==> config.mk <==
export PLATFORM = sky130hd
export DESIGN_NAME = spdif_aux_capture
export DESIGN_NICKNAME = d
export VERILOG_FILES = /design/src/rtl/spdif_cap_pkg.sv /design/src/rtl/spdif_cap_collect.sv /design/src/rtl/spdif_cap_bank.sv /design/src/rtl/spdif_cap_readmux.sv /design/src/rtl/spdif_aux_capture.sv
export SDC_FILE = /design/constraint.sdc
export NUM_CORES = 2
export LEC_CHECK = 0
export BUFFER_PORTS_ARGS = -buffer_cell sky130_fd_sc_hd__buf_2
export CORE_MARGIN = 8
export CORE_UTILIZATION = 35
export CTS_BUF_LIST = sky130_fd_sc_hd__clkbuf_4 sky130_fd_sc_hd__clkbuf_8
export CTS_CLUSTER_SIZE = 30
export DETAILED_ROUTE_END_ITERATION = 10
export SLEW_MARGIN = 20
export SYNTH_ARGS = -nofsm -noshare
export SYNTH_HDL_FRONTEND = slang
export SYNTH_SLANG_ARGS = --single-unit
==> constraint.sdc <==
create_clock -name clk -period 4 [get_ports clk]
set_input_delay 0.8 -clock clk [delete_from_list [all_inputs] [get_ports clk]]
set_output_delay 0.8 -clock clk [all_outputs]
set_load 0.03 [all_outputs]
==> src/rtl/spdif_cap_pkg.sv <==
// Shared types and helpers for the S/PDIF status/user capture block.
// Assumes byte addressing of the word-read port.
package spdif_cap_pkg;

    // One decoded subframe as seen by the per-channel collectors.
    typedef struct packed {
        logic valid;
        logic mark;
        logic cbit;
        logic ubit;
    } subframe_t;

    // Byte address of word w of a field for channel ch.
    function automatic int field_addr(input int base, input int stride,
                                      input int ch, input int w, input int wbytes);
        return base + ch * stride + w * wbytes;
    endfunction

endpackage

==> src/rtl/spdif_cap_collect.sv <==
// Per-channel collector: gathers the C and U bits of one channel into
// BLK_BITS-wide fields and counts them. The next-state values are exported
// so that the top can commit a block in the same cycle as its last bit.
// Assumes the top supplies the shared in-progress flag.
module spdif_cap_collect
    import spdif_cap_pkg::*;
#(
    parameter int BLK_BITS = 192,
    parameter int CNT_W    = $clog2(BLK_BITS + 1)
) (
    input  logic                clk,
    input  logic                rst_n,
    input  subframe_t           sf,
    input  logic                chan_hit,
    input  logic                active,
    output logic                full_nxt,
    output logic [BLK_BITS-1:0] stat_nxt,
    output logic [BLK_BITS-1:0] user_nxt
);
    localparam logic [CNT_W-1:0] FULL_CNT = CNT_W'(BLK_BITS);

    logic [CNT_W-1:0]    cnt_q, cnt_d;
    logic [BLK_BITS-1:0] stat_q, user_q;
    logic                full_q, take;
    logic [CNT_W-1:0]    wr_idx;

    assign full_q = (cnt_q == FULL_CNT);
    assign take   = sf.valid && chan_hit && (sf.mark || (active && !full_q));
    assign wr_idx = sf.mark ? '0 : cnt_q;

    // Next bit count: a marker restarts every channel, a taken bit advances.
    always_comb begin
        cnt_d = cnt_q;
        if (sf.valid && sf.mark)
            cnt_d = take ? CNT_W'(1) : '0;
        else if (take)
            cnt_d = cnt_q + CNT_W'(1);
    end

    // Next field contents: the taken bits land at the current index.
    always_comb begin
        stat_nxt = stat_q;
        user_nxt = user_q;
        if (take) begin
            stat_nxt[wr_idx] = sf.cbit;
            user_nxt[wr_idx] = sf.ubit;
        end
    end

    assign full_nxt = (cnt_d == FULL_CNT);

    // Hold the count and the partial fields.
    always_ff @(posedge clk) begin
        if (!rst_n) begin
            cnt_q  <= '0;
            stat_q <= '0;
            user_q <= '0;
        end else begin
            cnt_q  <= cnt_d;
            stat_q <= stat_nxt;
            user_q <= user_nxt;
        end
    end
endmodule

==> src/rtl/spdif_cap_bank.sv <==
// Per-channel visible bank: loads a completed block on commit and raises
// a one-cycle pulse when the new status field differs from the stored one.
// Assumes commit is a single-cycle strobe.
module spdif_cap_bank #(
    parameter int BLK_BITS = 192
) (
    input  logic                clk,
    input  logic                rst_n,
    input  logic                commit,
    input  logic [BLK_BITS-1:0] stat_nxt,
    input  logic [BLK_BITS-1:0] user_nxt,
    output logic [BLK_BITS-1:0] stat_q,
    output logic [BLK_BITS-1:0] user_q,
    output logic                chg_ev
);
    // Load both fields together and flag a status difference.
    always_ff @(posedge clk) begin
        if (!rst_n) begin
            stat_q <= '0;
            user_q <= '0;
            chg_ev <= 1'b0;
        end else begin
            chg_ev <= commit && (stat_nxt != stat_q);
            if (commit) begin
                stat_q <= stat_nxt;
                user_q <= user_nxt;
            end
        end
    end
endmodule

==> src/rtl/spdif_cap_readmux.sv <==
// Word read port: decodes a byte address into one 32-bit slice of a
// channel's status or user field. Unmapped addresses return zero.
// Assumes every field is a whole number of words.
module spdif_cap_readmux
    import spdif_cap_pkg::*;
#(
    parameter int NUM_CH    = 2,
    parameter int BLK_BITS  = 192,
    parameter int WORD_W    = 32,
    parameter int ADDR_W    = 8,
    parameter int STAT_BASE = 'h30
) (
    input  logic [NUM_CH-1:0][BLK_BITS-1:0] stat_all,
    input  logic [NUM_CH-1:0][BLK_BITS-1:0] user_all,
    input  logic [ADDR_W-1:0]               rd_addr,
    output logic [WORD_W-1:0]               rd_data
);
    localparam int WORDS       = BLK_BITS / WORD_W;
    localparam int WBYTES      = WORD_W / 8;
    localparam int FIELD_BYTES = WORDS * WBYTES;
    localparam int USER_BASE   = STAT_BASE + FIELD_BYTES;
    localparam int CH_STRIDE   = 2 * FIELD_BYTES;

    // Select the addressed word, zero when nothing matches.
    always_comb begin
        rd_data = '0;
        for (int ch = 0; ch < NUM_CH; ch++) begin
            for (int w = 0; w < WORDS; w++) begin
                if (rd_addr == ADDR_W'(field_addr(STAT_BASE, CH_STRIDE, ch, w, WBYTES)))
                    rd_data = stat_all[ch][w*WORD_W +: WORD_W];
                if (rd_addr == ADDR_W'(field_addr(USER_BASE, CH_STRIDE, ch, w, WBYTES)))
                    rd_data = user_all[ch][w*WORD_W +: WORD_W];
            end
        end
    end
endmodule

==> src/rtl/spdif_aux_capture.sv <==
// Top of the S/PDIF channel-status and user-bit capture block. Tracks
// whether a block is in progress, commits all channels together when every
// channel is full, and drives the event pulses. Assumes one subframe per
// cycle at most and a marker on the first subframe of each block.
module spdif_aux_capture
    import spdif_cap_pkg::*;
#(
    parameter int NUM_CH    = 2,
    parameter int BLK_BITS  = 192,
    parameter int WORD_W    = 32,
    parameter int ADDR_W    = 8,
    parameter int STAT_BASE = 'h30,
    localparam int CH_W     = (NUM_CH > 1) ? $clog2(NUM_CH) : 1
) (
    input  logic              clk,
    input  logic              rst_n,
    input  logic              sf_valid,
    input  logic [CH_W-1:0]   sf_chan,
    input  logic              sf_cbit,
    input  logic              sf_ubit,
    input  logic              sf_blk_mark,
    input  logic [ADDR_W-1:0] rd_addr,
    output logic [WORD_W-1:0] rd_data,
    output logic              ev_blk_start,
    output logic              ev_blk_end,
    output logic [NUM_CH-1:0] ev_cs_chg
);
    localparam int CNT_W = $clog2(BLK_BITS + 1);

    subframe_t                      sf_in;
    logic                           active_q, commit, mark_in;
    logic [NUM_CH-1:0]              full_nx;
    logic [NUM_CH-1:0][BLK_BITS-1:0] stat_nx, user_nx, stat_sh, user_sh;

    // Bundle the subframe fields for the collectors.
    always_comb begin
        sf_in.valid = sf_valid;
        sf_in.mark  = sf_blk_mark;
        sf_in.cbit  = sf_cbit;
        sf_in.ubit  = sf_ubit;
    end

    assign mark_in = sf_valid && sf_blk_mark;
    assign commit  = sf_valid && (sf_blk_mark || active_q) && (&full_nx);

    for (genvar g = 0; g < NUM_CH; g++) begin : g_ch
        spdif_cap_collect #(.BLK_BITS(BLK_BITS), .CNT_W(CNT_W)) u_col (
            .clk      (clk),
            .rst_n    (rst_n),
            .sf       (sf_in),
            .chan_hit (sf_chan == CH_W'(g)),
            .active   (active_q),
            .full_nxt (full_nx[g]),
            .stat_nxt (stat_nx[g]),
            .user_nxt (user_nx[g])
        );
        spdif_cap_bank #(.BLK_BITS(BLK_BITS)) u_bank (
            .clk      (clk),
            .rst_n    (rst_n),
            .commit   (commit),
            .stat_nxt (stat_nx[g]),
            .user_nxt (user_nx[g]),
            .stat_q   (stat_sh[g]),
            .user_q   (user_sh[g]),
            .chg_ev   (ev_cs_chg[g])
        );
    end

    // Block-in-progress flag: set by a marker, cleared by completion.
    always_ff @(posedge clk) begin
        if (!rst_n)
            active_q <= 1'b0;
        else if (commit)
            active_q <= 1'b0;
        else if (mark_in)
            active_q <= 1'b1;
    end

    // One-cycle start and end pulses.
    always_ff @(posedge clk) begin
        if (!rst_n) begin
            ev_blk_start <= 1'b0;
            ev_blk_end   <= 1'b0;
        end else begin
            ev_blk_start <= mark_in;
            ev_blk_end   <= commit;
        end
    end

    spdif_cap_readmux #(
        .NUM_CH(NUM_CH), .BLK_BITS(BLK_BITS), .WORD_W(WORD_W),
        .ADDR_W(ADDR_W), .STAT_BASE(STAT_BASE)
    ) u_rd (
        .stat_all (stat_sh),
        .user_all (user_sh),
        .rd_addr  (rd_addr),
        .rd_data  (rd_data)
    );
endmodule

==> flow_metrics.py <==
metrics = {
    "timing": {
        "fin_worst_skew_ps": 82.8,
        "fin_crit_sh_pct": 113,
        "timing.final.ws_setup_ps": -509,
        "slew-limit-headroom_pct": 24.8,
        "setup_viol": 34,
        "fmax_mhz": 222,
        "fin_crit_ps": 4510,
        "tns_ps": -7670,
        "final-max-slew-violation-count": 0,
        "finalHoldViolCount": 0,
        "rsz0062_at_grt": "yes",
        "worst-slew-pin-transition_ps": 1130,
    },
    "grt": {
        "grt_max_degree": 185,
        "antenna_found_initial": 49,
        "grt-ovfl-total": 0,
        "grt_pass1_vias": 69400,
        "track_usage_pct": 37.4,
        "grt_pass1_wl_microns": 585000,
    },
    "clock_tree": {
        "cts.sinks": 1557,
        "cts_root_buf": "clkbuf_8",
        "clk_pin_slew_worst_paths_ps": 60,
        "cts_tree": "yes",
        "cts_buffer_depth": 4,
        "numCtsBuffers": 306,
        "htree_levels": 5,
        "clkLatencyLatePin_ps": 1080,
    },
    "worst_setup_path": {
        "worstPathArrival_ps": 3710,
        "critical_path_peak_fanout": 2,
        "worstSetupEndpointType": "output pin",
        "start_kind": "register",
        "worst_ep_required_time_ps": 3200,
        "crit_type": "register to output pin",
    },
    "min_path": {
        "hold_path.class": "input pin to register",
    },
    "outcome": {
        "status": "finished with violations",
        "violations": "negative setup slack",
    },
    "placement": {
        "portBuffers": 50,
        "gp_congestion": 1.06,
        "hpwl_microns": 345000,
        "dpl-instance-area_sq_um": 92700,
        "place_ws_ps": -1320,
    },
    "drt": {
        "wl_met2_microns": 165000,
        "final_antenna_net_count": 0,
        "dr.first_iter.drc_count": 10100,
        "wl_per_cell_microns": 34.3,
        "top_layer_used": "met5",
        "num_vias": 74800,
        "dr.pass1.iters": 9,
        "routed_wl_microns": 439000,
        "m1WireLength_microns": 203000,
        "met3WireLength_microns": 53400,
        "drc": 0,
        "via_per_inst": 5.85,
    },
    "logic_synthesis": {
        "async_reset_ff_share_pct": 0,
        "synthTopCellsByArea": "dfxtp_1 43%, o211a_1 10%, mux2i_1 9.9%",
        "synth_most_common_cell": "dfxtp_1",
        "yosysWarnings": 0,
        "synth_top_area_share_pct": 42.8,
        "synthCells": 7840,
        "synth_area_leader_cell": "dfxtp_1",
        "ys.flop_type": "dfxtp_1",
        "avgSynthCellArea_sq_um": 9.29,
        "synth_seq_cells": 1557,
        "yosysUniqueCellTypes": 98,
        "netlist_area_sq_um": 72800,
        "synth-edff-count": 0,
        "synth_seq_area_share_pct": 42.8,
        "synth_common_cells": "1557 x dfxtp_1, 1118 x nand2_1, 783 x nor2b_1",
        "synthesis.nets": 7859,
    },
    "floorplanning": {
        "pin_count": 51,
        "die_y_microns": 472,
        "die_w_microns": 472,
        "core_sq_um": 207000,
        "start_util_pct": 35.2,
        "dieArea_sq_um": 223000,
        "std_cell_rows": 167,
    },
    "power_and_ir_drop": {
        "vdd_drop_max_mv": 0.366,
        "power_leakage_nw": 51.6,
        "p_per_area_nw_per_um2": 330,
    },
    "cells_and_area": {
        "fin_nets": 9793,
        "syn2layout_area_growth_pct": 43.0,
        "finalInstanceArea_sq_um": 104000,
        "layout-drive-gt1-share_pct": 33.6,
    },
    "run": {
        "maxCapViolations": 0,
    },
}
## placed cells by master, fill, tap and decap left out, drive strengths merged, types with 49 or more instances in the layout
| cell type | n |
|---|---|
| a21oi | 164 |
| a221oi | 62 |
| a22oi | 82 |
| and3 | 49 |
| buf | 2295 |
| clkbuf | 482 |
| dfxtp | 1557 |
| inv | 56 |
| mux2i | 720 |
| nand2 | 1118 |
| nand3 | 109 |
| nand4 | 160 |
| nor2 | 307 |
| nor2b | 783 |
| nor3 | 70 |
| nor4 | 75 |
| o211a | 748 |
| o21ai | 119 |
| o221ai | 60 |
| o22ai | 62 |
| xnor2 | 106 |
| xor2 | 124 |
## critical path, stage by stage, from the launching register on
cell and delay [ps]:
dfxtp_1 640, o2111ai_1 220, o2bb2ai_2 180, a31oi_4 220
nor3_1 80, nor4_1 260, buf_4 180, o221ai_4 110
a31o_4 280, a31oi_4 310, buf_6 190
## per-stage QoR
step / std cells / hold WS [ps] / utilization, % / power, mW
after floorplan: 7840 / 465 / - / 16.5
after global placement: 12100 / 474 / 44.8 / 17.2
after detailed placement: 12100 / 482 / 44.8 / 17.2
after CTS: 12700 / 174 / 49.7 / 34.5
after global routing: 12800 / 210 / 50.3 / 35.3
final: 12800 / 235 / 50.3 / 34.4
## path summary, 6_finish.rpt
path                               from                          to  slack [ps]  cells past startpoint
max            g_ch[0].u_bank.user_q[1]                  rd_data[1]        -510                     10
min reg2reg  g_ch[1].u_bank.user_q[143]  g_ch[1].u_bank.user_q[143]         500                      1
min                               rst_n    g_ch[0].u_bank.user_q[3]         240                      2
max reg2reg      g_ch[0].u_col.cnt_q[7]       g_ch[0].u_bank.chg_ev         -60                     18
## routing by layer
layer / global-route usage, % / vias up
li1: - / 32300
met1: 56.1 / 37700
met2: 49.5 / 4097
met3: 12.3 / 695
met4: 12.2 / 18
met5: 0 / -
## where the power goes
part	switching, mW	internal [mW]	leakage, nW
Combinational	0.969	0.579	35.6
Sequential	0.00433	15.5	12.6
Clock	7.40	9.94	3.41
Total	8.37	26.0	51.6
## cells by family after synthesis
logic type	synth area share, %
AND/OR/NAND/NOR	20.7
AO/OA/AOI/OAI	19.2
flip-flops	42.8
multiplexers	10.4
buffers and inverters	4.03
XOR/XNOR	2.77
adder cells (fa/ha/maj)	0.0687
## flip-flops by register name, summed over array words and instances (netlist names)
signal,count
g_ch.u_bank.stat_q,384
g_ch.u_bank.chg_ev,2
g_ch.u_col.cnt_q,16
g_ch.u_col.stat_q,384
g_ch.u_col.user_q,384
g_ch.u_bank.user_q,384
ev_blk_start,1
ev_blk_end,1
active_q,1
## cell type report
class | count | area [sq um]
Antenna cell | 18 | 45.0
Clock inverter | 35 | 354
Multi-Input combinational cell | 5559 | 41800
Fill cell | 19400 | 103000
Sequential cell | 1557 | 31300
Tap cell | 2788 | 3490
Inverter | 51 | 194
Clock buffer | 479 | 6050
Timing Repair Buffer | 2299 | 21000
## what timing repair did
action / CTS / global route
cloned: 3 / 2
endpoints found under the setup margin: 34 / 69
pin swaps: 206 / 133
gates resized for setup: 673 / 203
hold buffers: 0 / 0
hold endpoints to repair: 0 / 0
setup buffers: 124 / 40
No activity file was read; power rests on OpenSTA's default activity.
